==> config.mk <==
export PLATFORM = sky130hd
export DESIGN_NAME = rmw_exec_unit
export DESIGN_NICKNAME = d
export VERILOG_FILES = /design/src/rtl/rmw_pkg.sv /design/src/rtl/rmw_shift_core.sv /design/src/rtl/rmw_acc_merge.sv /design/src/rtl/rmw_seq_ctrl.sv /design/src/rtl/rmw_exec_unit.sv
export SDC_FILE = /design/constraint.sdc
export NUM_CORES = 1
export LEC_CHECK = 0
export BUFFER_PORTS_ARGS = -buffer_cell sky130_fd_sc_hd__buf_2
export CORE_MARGIN = 8
export CORE_UTILIZATION = 33
export CTS_BUF_LIST = sky130_fd_sc_hd__clkbuf_16
export DETAILED_ROUTE_END_ITERATION = 16
export MAX_ROUTING_LAYER = met4
export PLACE_DENSITY = 0.5
export SETUP_SLACK_MARGIN = 0.02
export SLEW_MARGIN = 0
export SYNTH_ARGS = -nofsm -noshare
export SYNTH_HDL_FRONTEND = slang
export SYNTH_HIERARCHICAL = 1
export SYNTH_SLANG_ARGS = --single-unit
export TNS_END_PERCENT = 20
==> constraint.sdc <==
create_clock -name clk -period 1.5 [get_ports clk]
set_input_delay 0.225 -clock clk [delete_from_list [all_inputs] [get_ports clk]]
set_output_delay 0.225 -clock clk [all_outputs]
set_load 0.1 [all_outputs]
==> src/rtl/rmw_pkg.sv <==
package rmw_pkg;
    localparam int DATA_W = 8;
    localparam int OP_W   = 4;

    localparam logic [OP_W-1:0] OP_INC     = 4'd0;
    localparam logic [OP_W-1:0] OP_SHR     = 4'd1;
    localparam logic [OP_W-1:0] OP_ROL     = 4'd2;
    localparam logic [OP_W-1:0] OP_ROR     = 4'd3;
    localparam logic [OP_W-1:0] OP_STY     = 4'd4;
    localparam logic [OP_W-1:0] OP_STAX    = 4'd5;
    localparam logic [OP_W-1:0] OP_SHL_OR  = 4'd6;
    localparam logic [OP_W-1:0] OP_ROL_AND = 4'd7;
    localparam logic [OP_W-1:0] OP_SHR_XOR = 4'd8;
    localparam logic [OP_W-1:0] OP_ROR_ADD = 4'd9;

    typedef enum logic {ST_IDLE = 1'b0, ST_DONE = 1'b1} seq_state_e;

    typedef struct packed {
        logic              mem_we;
        logic [DATA_W-1:0] mem_data;
        logic              acc_we;
        logic [DATA_W-1:0] acc;
        logic              c;
        logic              z;
        logic              n;
        logic              v;
    } rmw_res_t;
endpackage

==> src/rtl/rmw_shift_core.sv <==
module rmw_shift_core
    import rmw_pkg::*;
(
    input  logic [OP_W-1:0]   op,
    input  logic [DATA_W-1:0] operand,
    input  logic [DATA_W-1:0] a_in,
    input  logic [DATA_W-1:0] x_in,
    input  logic [DATA_W-1:0] y_in,
    input  logic              c_in,
    output logic [DATA_W-1:0] mod_byte,
    output logic              out_carry
);
    localparam int MSB = DATA_W - 1;

    always_comb begin
        mod_byte  = operand;
        out_carry = c_in;
        unique case (op)
            OP_INC: mod_byte = operand + 1'b1;
            OP_SHR, OP_SHR_XOR: begin
                mod_byte  = {1'b0, operand[MSB:1]};
                out_carry = operand[0];
            end
            OP_ROL, OP_ROL_AND: begin
                mod_byte  = {operand[MSB-1:0], c_in};
                out_carry = operand[MSB];
            end
            OP_SHL_OR: begin
                mod_byte  = {operand[MSB-1:0], 1'b0};
                out_carry = operand[MSB];
            end
            OP_ROR, OP_ROR_ADD: begin
                mod_byte  = {c_in, operand[MSB:1]};
                out_carry = operand[0];
            end
            OP_STY:  mod_byte = y_in;
            OP_STAX: mod_byte = a_in & x_in;
            default: mod_byte = operand;
        endcase
    end
endmodule

==> src/rtl/rmw_acc_merge.sv <==
module rmw_acc_merge
    import rmw_pkg::*;
(
    input  logic [OP_W-1:0]   op,
    input  logic              acc_mode,
    input  logic [DATA_W-1:0] mod_byte,
    input  logic              shift_carry,
    input  logic [DATA_W-1:0] a_in,
    input  logic              c_in,
    input  logic              z_in,
    input  logic              n_in,
    input  logic              v_in,
    output rmw_res_t          res
);
    localparam int MSB = DATA_W - 1;

    logic [DATA_W:0]   sum;
    logic [DATA_W-1:0] merged;

    assign sum = {1'b0, a_in} + {1'b0, mod_byte} + {{DATA_W{1'b0}}, shift_carry};

    always_comb begin
        unique case (op)
            OP_SHL_OR:  merged = a_in | mod_byte;
            OP_ROL_AND: merged = a_in & mod_byte;
            OP_SHR_XOR: merged = a_in ^ mod_byte;
            OP_ROR_ADD: merged = sum[MSB:0];
            default:    merged = a_in;
        endcase
    end

    always_comb begin
        res.mem_we   = 1'b0;
        res.mem_data = mod_byte;
        res.acc_we   = 1'b0;
        res.acc      = a_in;
        res.c        = c_in;
        res.z        = z_in;
        res.n        = n_in;
        res.v        = v_in;
        unique case (op)
            OP_INC: begin
                res.mem_we = 1'b1;
                res.z      = (mod_byte == '0);
                res.n      = mod_byte[MSB];
            end
            OP_SHR, OP_ROL, OP_ROR: begin
                res.c = shift_carry;
                res.z = (mod_byte == '0);
                res.n = (op == OP_SHR) ? 1'b0 : mod_byte[MSB];
                if (acc_mode) begin
                    res.acc_we = 1'b1;
                    res.acc    = mod_byte;
                end else begin
                    res.mem_we = 1'b1;
                end
            end
            OP_STY, OP_STAX: res.mem_we = 1'b1;
            OP_SHL_OR, OP_ROL_AND, OP_SHR_XOR, OP_ROR_ADD: begin
                res.mem_we = 1'b1;
                res.acc_we = 1'b1;
                res.acc    = merged;
                res.z      = (merged == '0);
                res.n      = merged[MSB];
                if (op == OP_ROR_ADD) begin
                    res.c = sum[DATA_W];
                    res.v = (a_in[MSB] == mod_byte[MSB]) && (sum[MSB] != a_in[MSB]);
                end else begin
                    res.c = shift_carry;
                end
            end
            default: ;
        endcase
    end
endmodule

==> src/rtl/rmw_seq_ctrl.sv <==
module rmw_seq_ctrl
    import rmw_pkg::*;
(
    input  logic clk,
    input  logic rst_n,
    input  logic start,
    output logic capture,
    output logic done
);
    seq_state_e state_q, state_d;

    always_comb begin
        unique case (state_q)
            ST_IDLE: state_d = start ? ST_DONE : ST_IDLE;
            ST_DONE: state_d = start ? ST_DONE : ST_IDLE;
            default: state_d = ST_IDLE;
        endcase
    end

    always_ff @(posedge clk or negedge rst_n) begin
        if (!rst_n) state_q <= ST_IDLE;
        else        state_q <= state_d;
    end

    always_comb begin
        capture = start;
        done    = (state_q == ST_DONE);
    end
endmodule

==> src/rtl/rmw_exec_unit.sv <==
module rmw_exec_unit
    import rmw_pkg::*;
(
    input  logic              clk,
    input  logic              rst_n,
    input  logic              start,
    input  logic [OP_W-1:0]   op,
    input  logic              acc_mode,
    input  logic [DATA_W-1:0] operand,
    input  logic [DATA_W-1:0] a_in,
    input  logic [DATA_W-1:0] x_in,
    input  logic [DATA_W-1:0] y_in,
    input  logic              c_in,
    input  logic              z_in,
    input  logic              n_in,
    input  logic              v_in,
    output logic              done,
    output logic              wr_en,
    output logic [DATA_W-1:0] wr_data,
    output logic              a_wr,
    output logic [DATA_W-1:0] a_out,
    output logic              c_out,
    output logic              z_out,
    output logic              n_out,
    output logic              v_out
);
    logic [DATA_W-1:0] mod_byte;
    logic              shift_carry;
    logic              capture;
    rmw_res_t          res_d, res_q;

    rmw_shift_core u_shift (
        .op(op), .operand(operand), .a_in(a_in), .x_in(x_in), .y_in(y_in),
        .c_in(c_in), .mod_byte(mod_byte), .out_carry(shift_carry)
    );

    rmw_acc_merge u_merge (
        .op(op), .acc_mode(acc_mode), .mod_byte(mod_byte), .shift_carry(shift_carry),
        .a_in(a_in), .c_in(c_in), .z_in(z_in), .n_in(n_in), .v_in(v_in), .res(res_d)
    );

    rmw_seq_ctrl u_ctrl (
        .clk(clk), .rst_n(rst_n), .start(start), .capture(capture), .done(done)
    );

    always_ff @(posedge clk or negedge rst_n) begin
        if (!rst_n)       res_q <= '0;
        else if (capture) res_q <= res_d;
    end

    always_comb begin
        wr_en   = done & res_q.mem_we;
        wr_data = res_q.mem_data;
        a_wr    = done & res_q.acc_we;
        a_out   = res_q.acc;
        c_out   = res_q.c;
        z_out   = res_q.z;
        n_out   = res_q.n;
        v_out   = res_q.v;
    end
endmodule

==> reports/summary.txt, run 1 <==
first-pass GRT wire length = 16.32 mm
ANT nets after route = 0
critical path class = input pin to flop
vias in the first global route = 3189
nets = 564
Starting Density = 33.62%
synthesis-stage register bit count = 23
Post-synth EDFFs = 0
total iterations of the first detailed-routing run = 5
VDD IR max = 0.0004006 V
Mapped Nets = 421
max-slew violations = 0
Tightest Pin Transition = 0.5136 ns
CP endpoint kind = flop
vias per cell = 5.411
R2R Setup Slk = 0.74 ns
XOR/XNOR Fraction of Synth Area = 1.819%
worst hold stages = 2
Synth Area in Compound Gates = 26.12%
initial antenna violation count = 0
FF-to-FF path depth = 1
Slew HR = 65.76%
crit path DAT = 3.13 ns
Reg2Reg Capture Point = a_out[6]$_DFFE_PN0P_
multi-input logic area = 0.002218 mm²
RR Startpoint = a_out[6]$_DFFE_PN0P_
# port buffers = 66
die height = 109.6 µm
Mapped Area = 0.002889 mm²
wire per inst = 17.12 µm
FF+latch area = 575.6 µm²
Fin Clk Skew = 0 ns
DR vias = 3290
biggest area consumer among synthesized cells = dfrtp_1
post-synth cell types = 67
Final WS setup = -1.434 ns
startpoint types = input pin
min-delay src = start
worst path cell trace = buf_12 > or4_4 > o2111ai_2 > o22a_2 > fa_2 > inv_2 > fa_2 > nor2b_4 > o2111ai_2 > a31o_2 > a41oi_2 > nand4_1 > o31ai_2 > mux2_4
RSZ-0062 raised after global routing = yes
max cap viols = 0
layout cells sized above 1 = 54.60%
GRT overflow = 0
Post-synth top flop = dfrtp_1
WHS = 0.2942 ns
gpl congestion = 0.9336
Hold Crit Class = input pin to flop
multiplexer share of the synthesized area = 9.615%
ys async rst share = 100.0%
Sink Count = 23
Critical Path RT = 1.69 ns
ANT cells = 0
static leakage = 0.002080 µW
gr usage total = 17.41%
Clk pin slew, worst setup/hold paths = 0.06 ns
Worst path max stage delay = 0.56 ns
Area growth, synth to finish = 52.62%
I/O Pins = 67
core area = 0.008593 mm²
clk_lat worst skew = 0.25 ns
CP Max Fanout = 7
main combinational cell family by area after synthesis = compound AO/OA/AOI/OAI gates
fin util = 51.31%
final WL = 10.41 mm
PwrDens = 813.8 mW/mm²
Ys Warns = 6
top cell type's share of synthesized area = 19.92%
Synth Area in Simple Gates = 19.92%
Rows = 34
Slowest-stage cell, CP = or4_4
status = finished, violations left
Area contributors post-synth = dfrtp_1 (20%), mux2_2 (8.6%), ha_1 (7.4%), buf_4 (6.8%), a21oi_1 (4.0%)
min Tclk post-route = 2.934 ns
Place WS = -1.843 ns
CTS tree = yes
cts bufs inserted = 3
DIE WIDTH = 109.6 µm
failing checks = negative setup slack
Hold Path End = u_ctrl/done$_DFF_PN0_
Synth Area in Adders = 8.748%
final hold violations = 0
setup_tns = -15.81 ns
period utilisation layout = 195.6%
fill count = 833
Mapped Cells = 358
Die ar. = 0.01200 mm²
register area share after synthesis = 19.92%
Avg Inst Size Synth = 8.070 µm²
Fmax = 340.9 MHz
detailed-route DRC error count = 0
clk root buf = clkbuf_16
Max H-tree Level = 1
clock buffer depth = 2
Iteration-0 DRC Markers = 189
largest net degree at the start of global routing = 26
final setup fails = 19
DP HPWL = 8.217 mm
-- per-stage QoR --
stage	total power, µW	cells	instance area (µm²)
after floorplan	2275	358	2920
after global placement	2779	594	3896
after CTS	3418	601	4080
after detailed placement	2787	594	3896
final	3588	608	4409
after global routing	3788	608	4409
-- worst max path at each step --
| stage | startpoint | endpoint | slack [ns] |
|---|---|---|---|
| 6_report | op[0] | z_out$_DFFE_PN0P_ | -1.43 |
| 5_1_grt | op[0] | z_out$_DFFE_PN0P_ | -1.53 |
| 2_1_floorplan | op[0] | z_out$_DFFE_PN0P_ | -1.55 |
| 3_5_place_dp | op[0] | a_out[5]$_DFFE_PN0P_ | -1.84 |
| 4_1_cts | op[0] | z_out$_DFFE_PN0P_ | -1.42 |
| 3_3_place_gp | op[0] | a_out[5]$_DFFE_PN0P_ | -1.84 |
-- synthesized netlist by cell type (all sizes together) (5+ instances only) --
cell type	count
nand2	28
ha	17
a21oi	23
nand3	17
a22oi	8
o21ai	23
nor2b	8
nor3	8
nor2	22
dfrtp	23
nor3b	5
a211oi	6
inv	24
mux2	22
buf	40
o22ai	5
-- sequential cells by signal, summed over array words and instances, names as in the netlist --
| name | flops |
|---|---|
| a_out | 8 |
| wr_data | 8 |
| res_q | 2 |
| c_out | 1 |
| n_out | 1 |
| u_ctrl/done | 1 |
| v_out | 1 |
| z_out | 1 |
-- routing by layer --
metal	wire length (µm)	part of all wire, %	up-vias	global-route usage (%)
li1	-	-	1583	-
met1	4604	44	1591	23.11
met2	4979	48	110	28.12
met3	651	6.3	6	1.993
met4	173	1.7	0	2.989
met5	0	0	-	-
-- layout make-up --
cell class | instances | share of cell area [%]
Multi-Input combinational cell | 266 | 50.31
Timing Repair Buffer | 182 | 29.65
Sequential cell | 23 | 13.05
Tap cell | 108 | 3.065
Inverter | 25 | 2.128
Clock buffer | 3 | 1.703
Clock inverter | 1 | 0.08513
-- cells in the final DEF, fill, tap and decap left out, drive strengths merged, types with 3 or more instances in the layout --
master	netlist	final
a211o	4	4
a211oi	6	6
a21o	4	4
a21oi	23	23
a221o	4	4
a22oi	8	8
a2bb2oi	3	3
and2	4	4
buf	40	181
clkbuf	4	3
dfrtp	23	23
ha	17	17
inv	24	25
mux2	22	22
mux2i	3	3
nand2	28	28
nand3	17	17
nand4	3	3
nor2	22	22
nor2b	8	8
nor3	8	8
nor3b	5	5
o21ai	23	23
o22ai	5	5
o31ai	4	4
xnor2	4	4
-- power breakdown --
part | switching [µW] | internal [µW] | leakage [µW]
combinational | 1440 | 821 | 0.00177
clock | 208 | 355 | 0.0000423
sequential | 43.2 | 718 | 0.000273
total | 1690 | 1890 | 0.00208
-- critical path, delay by kind of cell --
kind            cells  cell delay (ns)
fa+ha+maj           2             0.62
mux                 1             0.18
buf+inv             2             0.15
simple gates        3             0.82
compound gates      6             1.12
-- logic make-up after synthesis --
logic type      count (synthesis)
flops                          23
buf+inv                        69
fa+ha+maj                      19
simple gates                  108
mux                            25
xor+xnor                        6
compound gates                108
-- timing repair --
item / in CTS / in global routing
endpoints found under the setup margin: 20 / 21
hold buffers: 1 / 0
buffers inserted: 2 / 7
hold endpoints to repair: 23 / 0
resized for setup: 21 / 65
pin swaps: 1 / 16
Note: power is estimated with default switching activity, not from simulation.
==> run 2: changes to the inputs <==
--- a/config.mk
+++ b/config.mk
@@ -10,6 +10,7 @@
 export CORE_UTILIZATION = 33
 export CTS_BUF_LIST = sky130_fd_sc_hd__clkbuf_16
 export DETAILED_ROUTE_END_ITERATION = 16
+export GPL_TIMING_DRIVEN = 0
 export MAX_ROUTING_LAYER = met4
 export PLACE_DENSITY = 0.5
 export SETUP_SLACK_MARGIN = 0.02
==> run 2 against run 1 <==
The run still ends with negative setup slack left. Sequential cell count stayed put. Critical path depth stayed put. Worst hold slack worse by 0.21 ns. Total power is 1.2% higher. Design area is 2.5% lower. Global-route usage is 0.065 points higher. Clock-buffer cell count stayed put. First-iteration DRC count is 48% lower. Clock skew stayed put. Combinational power hardly changed. Critical path type unchanged. Largest cell class unchanged. Largest power group unchanged.
==> reports/summary.txt, run 2 (synthesis gave the netlist of run 1 again) <==
min-delay src = start
Reg2Reg Capture Point = a_out[1]$_DFFE_PN0P_
DP HPWL = 7.494 mm
final WL = 10.22 mm
die height = 109.6 µm
clock buffer depth = 2
Rows = 34
Fmax = 331.5 MHz
crit path DAT = 3.22 ns
status = finished, violations left
Most common cell on crit path = fa_2
Max H-tree Level = 1
total iterations of the first detailed-routing run = 5
cts bufs inserted = 3
gr usage total = 17.48%
ANT nets after route = 0
Final WS setup = -1.517 ns
DIE WIDTH = 109.6 µm
fill count = 841
clk root buf = clkbuf_16
final setup fails = 20
worst hold stages = 1
Slowest-stage cell, CP = or4_4
Place WS = -2.339 ns
ANT cells = 0
nets = 532
CP Max Fanout = 6
CP endpoint kind = flop
I/O Pins = 67
first-pass GRT wire length = 16.20 mm
VDD IR max = 0.0005069 V
period utilisation layout = 201.1%
failing checks = negative setup slack
RR Startpoint = a_out[1]$_DFFE_PN0P_
final cell count without fillers = 576
max cap viols = 0
leading cell type in the layout, fill and taps excluded = buf_4
Area growth, synth to finish = 48.85%
detailed-route DRC error count = 0
PwrDens = 844.4 mW/mm²
core area = 0.008593 mm²
wire per inst = 17.74 µm
RSZ-0062 raised after global routing = yes
initial antenna violation count = 0
Worst path max stage delay = 0.57 ns
Critical Path RT = 1.70 ns
Sink Count = 23
worst path cell trace = buf_12 > or4_4 > o2111ai_4 > o22a_4 > fa_2 > inv_2 > fa_2 > nor2b_4 > o2111ai_2 > a31o_2 > a41oi_2 > nand4_1 > o31ai_2 > mux2_4
Hold Path End = u_ctrl/done$_DFF_PN0_
WHS = 0.08579 ns
critical path class = input pin to flop
startpoint types = input pin
multi-input logic area = 0.002326 mm²
vias per cell = 5.422
Die ar. = 0.01200 mm²
commonest cells after routing, fill and taps aside = buf_4 (65), buf_2 (61), nand2_1 (25)
static leakage = 0.001941 µW
layout cells sized above 1 = 53.42%
Clk pin slew, worst setup/hold paths = 0.06 ns
Inst Count DP = 529
# port buffers = 63
Starting Density = 33.62%
DR vias = 3123
gpl congestion = 0.9240
FF+latch area = 575.6 µm²
vias in the first global route = 3198
FF-to-FF path depth = 1
Hold Crit Class = input pin to flop
largest net degree at the start of global routing = 24
R2R Setup Slk = 0.73 ns
clk_lat worst skew = 0.25 ns
final hold violations = 0
Slew HR = 53.08%
GRT overflow = 0
setup_tns = -17.27 ns
Tightest Pin Transition = 0.7000 ns
min Tclk post-route = 3.017 ns
max-slew violations = 0
CTS tree = yes
Iteration-0 DRC Markers = 99
Fin Clk Skew = 0 ns
[run 2: worst max-delay path by stage]
stage	to	startpoint	slack [ns]	cells after the start
CTS	z_out$_DFFE_PN0P_	op[3]	-1.69	15
finish	z_out$_DFFE_PN0P_	op[1]	-1.52	14
global route	z_out$_DFFE_PN0P_	op[1]	-1.66	17
floorplan	z_out$_DFFE_PN0P_	op[0]	-1.55	14
detailed placement	n_out$_DFFE_PN0P_	op[1]	-2.34	16
global placement	n_out$_DFFE_PN0P_	op[1]	-2.36	16
[run 2: timing repair]
action | in CTS | in global routing
hold endpoints to repair | 23 | 0
setup buffers | 25 | 18
setup endpoints to repair | 21 | 21
gates resized for setup | 85 | 40
hold buffers | 1 | 0
pin swaps | 29 | 24
[run 2: per-stage QoR]
stage               util [%]  instance area, µm²  power, µW
detailed placement     39.23                3371       2659
CTS                    46.64                4008       3511
finish                 50.04                4300       3631
global placement       39.23                3371       2645
global route           50.04                4300       3849
floorplan                  -                2920       2275
[run 2: layout make-up]
class                           count  area share (%)
Multi-Input combinational cell    266           54.09
Timing Repair Buffer              107           16.79
Sequential cell                    23           13.38
Buffer                             43           8.554
Tap cell                          108           3.142
Inverter                           25           2.182
Clock buffer                        3           1.746
Clock inverter                      1          0.1164
[run 2: critical path: cells and delay by family]
kind	cells	cell delay (ns)
mux	1	0.18
fa+ha+maj	2	0.59
compound gates	6	1.21
buf+inv	2	0.15
simple gates	3	0.85
[run 2: layer usage]
metal	track usage (%)	wire, µm	vias up
li1	-	-	1504
met1	21.76	4267	1490
met2	28.47	4971	112
met3	3.693	800	17
met4	3.664	180	0
met5	-	0	-
[run 2: where the power goes]
group	internal [µW]	total (µW)	switching (µW)
clock network	359	585	226
registers	717	767	49.2
logic	836	2280	1440
